[config.mk]
export PLATFORM = sky130hd
export DESIGN_NAME = xpt_serial_cfg
export DESIGN_NICKNAME = d
export VERILOG_FILES = /design/src/rtl/xpt_pkg.sv /design/src/rtl/xpt_ser_rx.sv /design/src/rtl/xpt_cfg_bank.sv /design/src/rtl/xpt_route_out.sv /design/src/rtl/xpt_serial_cfg.sv
export SDC_FILE = /design/constraint.sdc
export NUM_CORES = 1
export LEC_CHECK = 0
export ABC_AREA = 1
export BUFFER_PORTS_ARGS = -buffer_cell sky130_fd_sc_hd__clkbuf_2
export CORE_UTILIZATION = 30
export DETAILED_ROUTE_END_ITERATION = 6
export HOLD_SLACK_MARGIN = 0.1
export SLEW_MARGIN = 25
export SYNTH_ARGS = -nofsm -noshare
export SYNTH_HDL_FRONTEND = slang
export SYNTH_SLANG_ARGS = --single-unit
[constraint.sdc]
create_clock -name clk -period 2.2 [get_ports clk]
set_input_delay 0 -clock clk [delete_from_list [all_inputs] [get_ports clk]]
set_output_delay 0 -clock clk [all_outputs]
set_load 0.02 [all_outputs]
[src/rtl/xpt_pkg.sv]
package xpt_pkg;
  localparam int WORD_W  = 16;
  localparam int NUM_OUT = 16;
  localparam int SEL_W   = 4;
  localparam int LANES   = 4;

  typedef enum logic [2:0] {
    OP_ROUTE = 3'b000,
    OP_ENA   = 3'b001,
    OP_GAIN  = 3'b010,
    OP_BCAST = 3'b011,
    OP_CTRL  = 3'b111
  } op_e;
endpackage

[src/rtl/xpt_ser_rx.sv]
module xpt_ser_rx #(
  parameter int WORD_W = 16,
  localparam int CNT_W = $clog2(WORD_W + 2)
) (
  input  logic              clk,
  input  logic              rst_n,
  input  logic              ser_clk,
  input  logic              ser_dat,
  input  logic              ser_frame_n,
  output logic              word_vld,
  output logic [WORD_W-1:0] word,
  output logic              sdo
);
  logic              clk_q, clk_d, dat_q, fr_q, fr_d;
  logic [WORD_W-1:0] shreg, tx_q;
  logic [CNT_W-1:0]  cnt;
  logic              rise, fr_start, fr_end;

  assign rise     = clk_q & ~clk_d & ~fr_q;
  assign fr_start = ~fr_q & fr_d;
  assign fr_end   = fr_q & ~fr_d;
  assign sdo      = tx_q[WORD_W-1];

  always_ff @(posedge clk or negedge rst_n) begin
    if (!rst_n) begin
      clk_q <= 1'b0; clk_d <= 1'b0; dat_q <= 1'b0;
      fr_q  <= 1'b1; fr_d  <= 1'b1;
    end else begin
      clk_q <= ser_clk; clk_d <= clk_q; dat_q <= ser_dat;
      fr_q  <= ser_frame_n; fr_d <= fr_q;
    end
  end

  always_ff @(posedge clk or negedge rst_n) begin
    if (!rst_n) begin
      shreg    <= '0;
      tx_q     <= '0;
      cnt      <= '0;
      word_vld <= 1'b0;
      word     <= '0;
    end else begin
      word_vld <= 1'b0;
      if (fr_start) begin
        tx_q <= shreg;
        cnt  <= '0;
      end else if (rise) begin
        shreg <= {dat_q, shreg[WORD_W-1:1]};
        tx_q  <= {tx_q[WORD_W-2:0], 1'b0};
        if (cnt != CNT_W'(WORD_W + 1)) cnt <= cnt + 1'b1;
      end
      if (fr_end) begin
        word_vld <= (cnt == CNT_W'(WORD_W));
        word     <= shreg;
      end
    end
  end

  // receive register holds while framing enable is high
  a_r2_idle_hold: assert property (@(posedge clk) disable iff (!rst_n)
    fr_q |=> $stable(shreg));
  // a decoded word always comes from a full-length frame
  a_r3_full_frame: assert property (@(posedge clk) disable iff (!rst_n)
    word_vld |-> cnt == CNT_W'(WORD_W));
  a_r3_cnt_bound: assert property (@(posedge clk) disable iff (!rst_n)
    cnt <= CNT_W'(WORD_W + 1));
endmodule

[src/rtl/xpt_cfg_bank.sv]
module xpt_cfg_bank
  import xpt_pkg::*;
#(
  parameter int NUM_OUT = 16,
  parameter int SEL_W   = 4,
  parameter int WORD_W  = 16
) (
  input  logic                     clk,
  input  logic                     rst_n,
  input  logic                     word_vld,
  input  logic [WORD_W-1:0]        word,
  output logic [NUM_OUT*SEL_W-1:0] route_flat,
  output logic [NUM_OUT-1:0]       ena,
  output logic [NUM_OUT-1:0]       gain,
  output logic                     pwr,
  output logic                     com_en,
  output logic                     bc_on,
  output logic [SEL_W-1:0]         bc_src
);
  logic [SEL_W-1:0] route_q [NUM_OUT];
  logic [2:0]       op;

  assign op = word[15:13];

  for (genvar o = 0; o < NUM_OUT; o++) begin : g_flat
    assign route_flat[o*SEL_W +: SEL_W] = route_q[o];
  end

  always_ff @(posedge clk or negedge rst_n) begin
    if (!rst_n) begin
      for (int o = 0; o < NUM_OUT; o++) route_q[o] <= '0;
      ena <= '0; gain <= '0; pwr <= 1'b0; com_en <= 1'b0;
      bc_on <= 1'b0; bc_src <= '0;
    end else if (word_vld) begin
      case (op)
        OP_CTRL: if (word[8:2] == '0) begin
          pwr    <= word[1];
          com_en <= word[0];
        end
        OP_ENA:
          for (int o = 0; o < NUM_OUT; o++)
            if (word[9:8] == 2'(o / LANES)) ena[o] <= word[2*(o % LANES)];
        OP_GAIN:
          for (int o = 0; o < NUM_OUT; o++)
            if (word[9:8] == 2'(o / LANES)) gain[o] <= word[2*(o % LANES)];
        OP_ROUTE: if (!word[8] && !word[0]) route_q[word[4:1]] <= word[12:9];
        OP_BCAST: if (!word[8]) begin
          bc_on  <= word[0];
          bc_src <= word[12:9];
        end
        default: ;
      endcase
    end
  end

  // rejected control word leaves global bits alone
  a_r4_ctrl_reject: assert property (@(posedge clk) disable iff (!rst_n)
    (word_vld && op == OP_CTRL && word[8:2] != '0) |=> ($stable(pwr) && $stable(com_en)));
  // guarded routing bits block the write
  a_r6_route_guard: assert property (@(posedge clk) disable iff (!rst_n)
    (word_vld && op == OP_ROUTE && (word[8] || word[0])) |=> $stable(route_flat));
  // broadcast words never touch stored routing
  a_r8_keep_routes: assert property (@(posedge clk) disable iff (!rst_n)
    (word_vld && op == OP_BCAST) |=> $stable(route_flat));
  // unused opcodes change nothing
  a_r12_unused_op: assert property (@(posedge clk) disable iff (!rst_n)
    (word_vld && (op == 3'b100 || op == 3'b101 || op == 3'b110)) |=>
      ($stable(route_flat) && $stable(ena) && $stable(gain) && $stable(pwr) &&
       $stable(com_en) && $stable(bc_on) && $stable(bc_src)));
endmodule

[src/rtl/xpt_route_out.sv]
module xpt_route_out #(
  parameter int NUM_OUT = 16,
  parameter int SEL_W   = 4
) (
  input  logic [NUM_OUT*SEL_W-1:0] route_flat,
  input  logic [NUM_OUT-1:0]       ena,
  input  logic                     pwr,
  input  logic                     com_en,
  input  logic                     bc_on,
  input  logic [SEL_W-1:0]         bc_src,
  output logic [NUM_OUT*SEL_W-1:0] src_sel,
  output logic [NUM_OUT-1:0]       out_en
);
  for (genvar o = 0; o < NUM_OUT; o++) begin : g_out
    assign src_sel[o*SEL_W +: SEL_W] = bc_on ? bc_src : route_flat[o*SEL_W +: SEL_W];
    assign out_en[o] = pwr & com_en & ena[o];
  end
endmodule

[src/rtl/xpt_serial_cfg.sv]
module xpt_serial_cfg
  import xpt_pkg::*;
#(
  parameter int NUM_OUT_P = NUM_OUT,
  parameter int SEL_W_P   = SEL_W,
  parameter int WORD_W_P  = WORD_W
) (
  input  logic                         clk,
  input  logic                         rst_n,
  input  logic                         ser_clk,
  input  logic                         ser_dat,
  input  logic                         ser_frame_n,
  output logic                         ser_out,
  output logic [NUM_OUT_P*SEL_W_P-1:0] src_sel,
  output logic [NUM_OUT_P-1:0]         out_en,
  output logic [NUM_OUT_P-1:0]         gain_x2
);
  logic                         word_vld;
  logic [WORD_W_P-1:0]          word;
  logic [NUM_OUT_P*SEL_W_P-1:0] route_flat;
  logic [NUM_OUT_P-1:0]         ena;
  logic                         pwr, com_en, bc_on;
  logic [SEL_W_P-1:0]           bc_src;

  xpt_ser_rx #(.WORD_W(WORD_W_P)) u_rx (
    .clk, .rst_n, .ser_clk, .ser_dat, .ser_frame_n,
    .word_vld, .word, .sdo(ser_out)
  );

  xpt_cfg_bank #(.NUM_OUT(NUM_OUT_P), .SEL_W(SEL_W_P), .WORD_W(WORD_W_P)) u_bank (
    .clk, .rst_n, .word_vld, .word, .route_flat, .ena, .gain(gain_x2),
    .pwr, .com_en, .bc_on, .bc_src
  );

  xpt_route_out #(.NUM_OUT(NUM_OUT_P), .SEL_W(SEL_W_P)) u_out (
    .route_flat, .ena, .pwr, .com_en, .bc_on, .bc_src, .src_sel, .out_en
  );

  // no output drives without both global bits
  a_r9_global_gate: assert property (@(posedge clk) disable iff (!rst_n)
    (out_en != '0) |-> (pwr && com_en));
  // in broadcast, first and last outputs share one source
  a_r7_bcast_same: assert property (@(posedge clk) disable iff (!rst_n)
    bc_on |-> (src_sel[SEL_W_P-1:0] == src_sel[NUM_OUT_P*SEL_W_P-1 -: SEL_W_P]));
endmodule

* Word level (Yosys, flattened, before mapping) *
Index checks and enable logic that the tools add are counted.

word-level totals
  register bits = 162
  output and inout bits = 97
  word-level logic and storage cells = 124

cells by class
  add/subtract/negate cells = 1
  magnitude comparators = 2
  equal/unequal tests = 9
  mux-type cells = 25
  bitwise gates (word level) = 27
  reduce and logical (&&, ||, !) cells = 22

operator list
  cell                                                                           count
  4-bit 2-to-1 mux                                                               17
  64-bit bitwise mux                                                             1
  3-bit AND reduction                                                            11
  16-bit 2-to-1 mux                                                              2
  1-bit AND                                                                      21
  4-bit demux with 4-bit select                                                  1
  5-bit 2-to-1 mux                                                               3
  7-bit logical NOT                                                              1
  3-bit by 2-bit == test with 1-bit output (second input constant)               2
  5-bit by 1-bit adder with 5-bit output (second input constant)                 1
  5-bit == test (second input constant)                                          1
  5-bit greater-or-equal comparator (second input constant)                      1
  5-bit by 1-bit less-than comparator with 1-bit output (second input constant)  1
  5-bit inequality test (second input constant)                                  1
  1-bit inverter                                                                 5
  4-bit inverter with 5-bit output                                               1
  2-bit == test (second input constant)                                          2
  2-bit AND reduction                                                            2
  2-bit nonzero test                                                             2
  3-bit by 1-bit == test with 1-bit output (second input constant)               1
  3-bit == test (second input constant)                                          1
  3-bit logical NOT                                                              1
  2-bit by 1-bit == test with 1-bit output (second input constant)               1
  1-bit logical AND                                                              2
  other kinds (3)                                                                4

* Logic depth before layout (Yosys ltp) *
Gate-level depths: netlist (run 1).

  depth in word-level cells = 6
  mapped depth = 8
  depth with buffers taken out = 7

* By module *
Synthesis (run 1) repeated with hierarchy kept, for this count alone.

second synthesis, totals
  cell total of the unflattened synthesis = 949
  area, all modules = 7618.6 µm²

modules (own cells, without submodules)
  module         times used  cells each  area each (µm²)  sequential area each (µm²)
  xpt_cfg_bank   1           513         4455.5           2577.5
  xpt_ser_rx     1           259         2437.3           1478.9
  xpt_route_out  1           177         725.7            0.0

* Least setup slack after synthesis (run 1) *
OpenSTA, ideal clock, no wires.

  path type = register -> register
  start point = reg u_rx.fr_d
  end point = reg u_rx.tx_q[11]
  setup time = 124 ps
  data arrival time = 1251 ps
  data required time = 2076 ps
  slack = 825 ps
  cell stages (with the launch flop) = 9
  clock period less this slack = 1375 ps
  cell sequence = dfstp_2 > inv_1 > nor2_2 > inv_1 > nand2_1 > inv_2 > buf_2 > nand2_1 > nand3_1

between the ends
  longest elaborated chain between the ends = 2

ends and longest elaborated chain
  item                                                     line              RTL
  start: declaration                                       xpt_ser_rx.sv:14  logic clk_q, clk_d, dat_q, fr_q, fr_d;
  start signal: assignment                                 xpt_ser_rx.sv:30  fr_q <= ser_frame_n; fr_d <= fr_q;
  1-bit AND (*)                                            xpt_ser_rx.sv:20  assign fr_start = ~fr_q & fr_d;
  16-bit 2-to-1 mux or 2-bit nonzero test (tied branches)  --
  end signal: assignment                                   xpt_ser_rx.sv:44  tx_q <= shreg;
  end signal: assignment                                   xpt_ser_rx.sv:48  tx_q <= {tx_q[WORD_W-2:0], 1'b0};
  end: declaration                                         xpt_ser_rx.sv:15  logic [WORD_W-1:0] shreg, tx_q;

Mark *: on every way between the ends. The rest lies on a longest branch, timed or not.
A chain may end at the register's enable or synchronous reset.

* Worst setup path in the final report (run 1) *
  start point = reg u_bank.bc_on
  end point = out src_sel[9]

between the ends
  longest elaborated chain between the ends = 1

ends and longest elaborated chain
  item                      line                  RTL
  start: declaration        xpt_cfg_bank.sv:17    output logic bc_on,
  start signal: assignment  xpt_cfg_bank.sv:48    bc_on <= word[0];
  4-bit 2-to-1 mux          xpt_route_out.sv:15   assign src_sel[o*SEL_W +: SEL_W] = bc_on ? bc_src : route_flat[o*SEL_W +: SEL_W];
  end: declaration          xpt_serial_cfg.sv:14  output logic [NUM_OUT_P*SEL_W_P-1:0] src_sel,

No other way between the ends.

==> metrics.md, run 1 <==
| Metric | Value |
|---|---|
| Status | complete, no violations |
| Worst Path Arrival | 1.87 ns |
| Psw | around 1.6 mW |
| Async SR Flop Fraction | 100.0% |
| Synthesized area | about 7600 sq um |
| Number of DRC markers in iteration 0 | 479 |
| RSZ-0062 raised after global routing | no |
| Worst-margin pin slew | about 0.8 ns |
| Post-synthesis sequential area ratio | 53.20% |
| Share of the synthesized area in the top cell type | between 50% and 60% |
| WL/cell | ~14 um |
| Max VDD drop | 0.0005509 V |
| Area leader, netlist | dfrtp_1 |
| First-pass GRT wire length | roughly 33 mm |
| Vias per cell | about 4.6 |
| Diode count | 0 |
| Grt ovf | 0 |
| Initial antenna violation count | 0 |
| Fin cells | 1391 |
| Fin crit period | 1.865 ns |
| Htree depth | 4 |
| FILL cells | around 2600 |
| Clock buffer depth | 2 |
| Count of different cell masters after synthesis | 24 |
| CP max stage delay | 0.63 ns |
| Number of CTS-inserted buffers | 17 |
| Crit path cell chain | buf_4 -> o21ai_0 -> clkbuf_2 |
| Syn_nets | about 970 |
| Hold Violations, Final | 0 |
| Maxcap violations | 0 |
| First drt pass iteration count | 4 |
| Synth Instances | between 900 and 1000 |
| Top-count cell post-synth | nand2_1 |
| Antenna Nets Post-Route | 0 |
| Core area | between 20000 and 25000 sq um |
| CTS sink count | between 150 and 200 |
| Fmax | ~0.54 GHz |
| Fin crit share | 84.78% |
| Pins Over Slew Limit | 0 |
| Most frequent cells after synthesis | nand2_1 (316), dfrtp_1 (160), nand3_1 (133) |
| Synth area leaders | dfrtp_1 (53%), nand2_1 (16%), nand3_1 (8.7%), o21ai_0 (6.7%), inv_1 (5.7%) |
| Sequential share of power | between 40 and 50% |
| PwrDens | 715.6 nW/um^2 |
| Worst slew margin | between 40% and 50% |
| Post-synth top flop | dfrtp_1 |
| Die area | between 20000 and 30000 sq um |
| Worst-skew pair later-pin latency | between 0.4 and 0.5 ns |
| Crit. End Element | output pin |
| CTS tree | built |
| NumNets Final | about 1100 |
| Placed insts | ~1400 |
| WP data required | 2.20 ns |
| Startpoint Class | register |
| Root Driver | clkbuf_16 |
| DRC viols | 0 |
| Pwr Total | roughly 6.5 mW |
| Total track usage | between 10% and 20% |
| Port Buffers | 101 |
| Vias | 6464 |
| Top-Level Pins | between 100 and 150 |
| Number of global-route vias before repair | approximately 6300 |
| Fin Clk Skew | between 0.01 and 0.015 ns |
| Die H | 161.4 um |
| Die width | ~160 um |
| EDFF count, synth | 0 |
| CP max-delay cell | dfrtp_2 |
| Core Rows | 57 |
| Post-Route Setup TNS | 0 ns |
| Synth Area per Inst | around 8.0 sq um |
| Flops & latches, synth | 162 |
| DP HPWL | between 10 and 15 mm |
| Crit Path Class | register to output pin |
| CP Max Fanout | approximately 50 |
| Leakage | roughly 4.6 nW |
| Clock share of power | between 40% and 50% |
| Setup violators final | 0 |
| Hold crit path type | input pin to asynchronous set/reset pin |
| Yosys Warn Count | 0 |
| Syn-to-layout area delta | 19.25% |
| GP Congestion | between 0.7 and 0.8 |
| DRT Wirelength | about 20 mm |
| Largest net degree at the start of global routing | 51 |
| Sw Ratio | 25.08% |
| Post-CTS setup buffer count | 0 |
| Int Pwr | 4.875 mW |
| Share of layout cells above drive strength 1 | ~17% |
| Clock slew at reported path FFs | 0.07 ns |
| Logic pwr share | under 10% |
| Initial core utilization | between 30% and 40% |
[kinds of logic (layout without fill, tap and decap cells)]
logic type,Yosys count,in the layout,share of synthesized area [%]
AO/OA/AOI/OAI,102,102,6.695
XOR/XNOR,1,1,0.1149
adder cells (fa/ha/maj),3,3,0.4923
buffers and inverters,168,276,9.419
flip-flops,162,162,53.20
AND/OR/NAND/NOR,523,523,30.08
[final timing paths]
path / cells past startpoint / startpoint / to / slack, ns
max: 3 / u_bank.bc_on / src_sel[9] / 0.33
min: 3 / rst_n / u_bank.route_flat[46] / 0.15
max reg2reg: 6 / u_rx.word[13] / u_bank.route_flat[56] / 0.41
min reg2reg: 0 / u_rx.fr_q / u_rx.fr_d / 0.39
max in group asynchronous: 3 / rst_n / u_bank.bc_on / 1.72
min in group clk: 2 / ser_frame_n / u_rx.fr_q / 0.20
[layout by cell type, fill, tap and decap left out, types with 2 or more instances in the layout]
cell type	netlist	final
dfstp_2	2	2
clkinv_2	0	3
clkbuf_8	0	2
clkinvlp_4	0	4
ha_1	3	3
dfrtp_1	160	159
bufinv_16	0	2
nand3_1	133	133
inv_1	115	115
buf_12	0	3
nor2_4	2	2
clkbuf_2	0	100
nand2_2	2	6
nor2_2	5	5
clkbuf_16	0	17
o21ai_0	102	102
buf_4	3	15
nand3_2	9	9
inv_2	4	4
nand4_1	10	10
clkinv_4	0	2
nand2_1	316	312
dlygate4sd3_1	0	4
nor2_1	42	42
nor3_4	2	2
[layout make-up]
cell class	count	area (sq um)	area share, %
inverters	121	456.7	5.023
well taps	324	405.4	4.459
clock inverters	12	131.4	1.445
repair buffers	123	724.4	7.968
multi-input cells	629	2860	31.46
flip-flops and latches	162	4058	44.63
clock buffers	20	456.7	5.023
[timing repair]
| item | in CTS | in global routing |
|---|---|---|
| gates resized for setup | 5 | 0 |
| hold buffers | 5 | 0 |
| hold endpoints to repair | 163 | 0 |
| setup endpoints to repair | 57 | 0 |
[routing by layer]
layer	wire length (um)	global-route usage (%)	part of all wire [%]	vias to the layer above
li1	-	-	-	3220
met1	9301	22.05	48	3058
met2	8925	24.76	46	164
met3	969	3.133	5.0	22
met4	320	5.146	1.6	0
met5	0	0	0	-
[power groups by stage]
stage / logic, mW / clock network (mW) / registers, mW
finish: 0.361 / 2.97 / 3.18
global route: 0.414 / 3.16 / 3.19
CTS: 0.374 / 3.02 / 3.17
detailed placement: 0.359 / 0 / 3.23
global placement: 0.356 / 0 / 3.23
floorplan: 0.282 / 0 / 3.15
[registers in the layout, indices dropped and copies added, names as in the netlist, 4 cells and up]
name,flops
u_bank.route_flat,64
u_bank.ena,16
u_bank.gain,16
u_rx.shreg,16
u_rx.tx_q,16
u_rx.word,16
u_rx.cnt,5
u_bank.bc_src,4
[through the flow]
stage	hold slack (ns)	instance area [sq um]	setup WS, ns	utilization [%]
after floorplan	-0.2956	7625	0.8253	-
after global routing	0.1706	9092	0.2081	36.95
final	0.1484	9092	0.3348	36.95
after CTS	0.1524	9092	0.2987	36.95
after detailed placement	-0.04552	8433	0.2369	34.27
after global placement	-0.04673	8433	0.3240	34.27
[worst max-delay path, delay by kind of cell (launching register included)]
family | cells | cell delay (ns)
buffers and inverters | 2 | 0.61
flip-flops | 1 | 0.63
AO/OA/AOI/OAI | 1 | 0.19
Power figures use the tool's default switching activity.
==> inputs of run 2 (changes only) <==
==> constraint.sdc (replaced) <==
create_clock -name clk -period 1.5 [get_ports clk]
set_input_delay 0 -clock clk [delete_from_list [all_inputs] [get_ports clk]]
set_output_delay 0 -clock clk [all_outputs]
set_load 0.02 [all_outputs]
==> run 2 against run 1 <==
Net effect:
- the run now ends with setup timing left
- non-clock buffer count rose by 37
- die area unchanged
- power grew 51%
- combinational power up 100%
- core utilization is 2.2 points higher
- clock skew fell by 0.0023 ns
- sequential cell count unchanged
- critical path type unchanged
- critical endpoint is now src_sel[45]
- largest power group unchanged
- highest routed layer unchanged
==> metrics.md, run 2 (synthesis gave the netlist of run 1 again) <==
| Metric | Value |
|---|---|
| Post-Place Setup Slack | roughly 0.13 ns |
| Hold Violations, Final | 0 |
| Commonest non-fill, non-tap cell in the layout | nand2_1 |
| Grt ovf | 0 |
| Commonest cells after routing, fill and taps aside | nand2_1 (315), dfrtp_1 (159), nand3_1 (133) |
| Final hold slack | approximately 0.063 ns |
| DRT Wirelength | 19.63 mm |
| Core Util, Final | approximately two fifths |
| Pwr Total | roughly 9.9 mW |
| RSZ-0062 raised after global routing | yes |
| Vias | 6586 |
| Clock slew at reported path FFs | ~0.07 ns |
| Initial antenna violation count | 0 |
| Die H | 161.4 um |
| Placed insts | around 1400 |
| Share of layout cells above drive strength 1 | 19.93% |
| GP Congestion | between 0.8 and 0.9 |
| Final Worst Setup Slack | -0.02675 ns |
| Initial core utilization | 30.99% |
| Failing checks | setup timing |
| Vias per cell | approximately 4.6 |
| Total track usage | between 10% and 20% |
| Max reg flops | 64 |
| Pins Over Slew Limit | 0 |
| WP data required | approximately 1.5 ns |
| Fin area | a little under 10000 sq um |
| Antenna Nets Post-Route | 0 |
| CP Max Fanout | 52 |
| Fin Clk Skew | a little under 0.01 ns |
| Htree depth | 4 |
| Crit Path Class | register to output pin |
| Number of DRC markers in iteration 0 | between 300 and 400 |
| Leakage | 4.903 nW |
| Worst Path Arrival | between 1.5 and 2 ns |
| Startpoint Class | register |
| Number of CTS-inserted buffers | 17 |
| Die area | about 26000 sq um |
| Root Driver | clkbuf_16 |
| Status | finished with violations |
| PwrDens | around 1000 nW/um^2 |
| Fin cells | 1428 |
| Die width | 161.4 um |
| WL/cell | approximately 14 um |
| Worst-skew pair later-pin latency | roughly 0.44 ns |
| DP HPWL | around 14 mm |
| Core Rows | 57 |
| Worst slew margin | between 60% and 70% |
| Clock buffer depth | 2 |
| Cts hold-fix bufs | 5 |
| First-pass GRT wire length | approximately 32 mm |
| Worst-margin pin slew | 0.5587 ns |
| Post-Route Setup TNS | -0.06280 ns |
| First drt pass iteration count | 4 |
| Port Buffers | 101 |
| Diode count | 0 |
| CTS tree | built |
| Maxcap violations | 0 |
| Core area | roughly 25000 sq um |
| Largest net degree at the start of global routing | between 50 and 60 |
| DRC viols | 0 |
| Fmax | 0.6550 GHz |
| Fin crit share | 101.8% |
| Crit. End Element | output pin |
| Top-Level Pins | ~100 |
| Syn-to-layout area delta | 26.32% |
| NumNets Final | ~1100 |
| CTS sink count | 162 |
| Max VDD drop | 0.0006535 V |
| Number of global-route vias before repair | 6133 |
| Fin crit period | approximately 1.5 ns |
| Hold crit path type | input pin to asynchronous set/reset pin |
| Setup violators final | 6 |
| Area post-placement | 8798 sq um |
## run 2: changes by cell type in the layout (fill, tap and decap cells not counted), sizes merged
cell,before,now
clkbuf,120,68
clkinv,6,3
buf,19,104
inv,121,130
dlymetal6s4s,0,1
clkinvlp,4,1
## run 2: path summary, 6_finish.rpt
kind	start	end	slack (ns)	cells after the start
setup / recovery	u_bank.bc_on	src_sel[45]	-0.03	3
max in group asynchronous	rst_n	u_bank.route_flat[29]	0.52	3
min in group clk	ser_frame_n	u_rx.fr_q	0.20	2
hold / removal	rst_n	u_bank.route_flat[22]	0.06	2
hold reg to reg	u_rx.fr_q	u_rx.fr_d	0.39	0
setup reg to reg	u_rx.word[8]	u_bank.gain[3]	0.13	5
## run 2: repair_timing
action / in CTS / in global routing
endpoints found under the setup margin: 79 / 86
setup buffers: 0 / 0
gates cloned: 0 / 0
gates resized for setup: 45 / 98
pin swaps: 0 / 1
endpoints found under the hold margin: 163 / 33
## run 2: per-layer routing
metal  GRT usage (%)  wire length [um]
met1           21.45              9324
met2           24.86              9110
met3           2.722               903
met5               0                 0
met4           5.189               291
## run 2: final cells by class
cell class                 instances  area [sq um]
fill                            2504         14970
sequential                       162          4058
multi-input combinational        629          2868
timing repair buffer             160          1229
inverter                         121         459.2
clock buffer                      17         425.4
tap                              324         405.4
clock inverter                    15         187.7
## run 2: power breakdown
part | total (mW) | leakage [nW] | switching, mW | internal, mW
Clock | 4.55 | 0.299 | 2.01 | 2.54
Combinational | 0.737 | 2.37 | 0.500 | 0.238
Sequential | 4.57 | 2.24 | 0.0957 | 4.47
## run 2: critical path, cell delays in order (launching register included)
cell     delay (ns)
dfrtp_2        0.48
buf_12         0.20
o21ai_0        0.20
buf_2          0.19
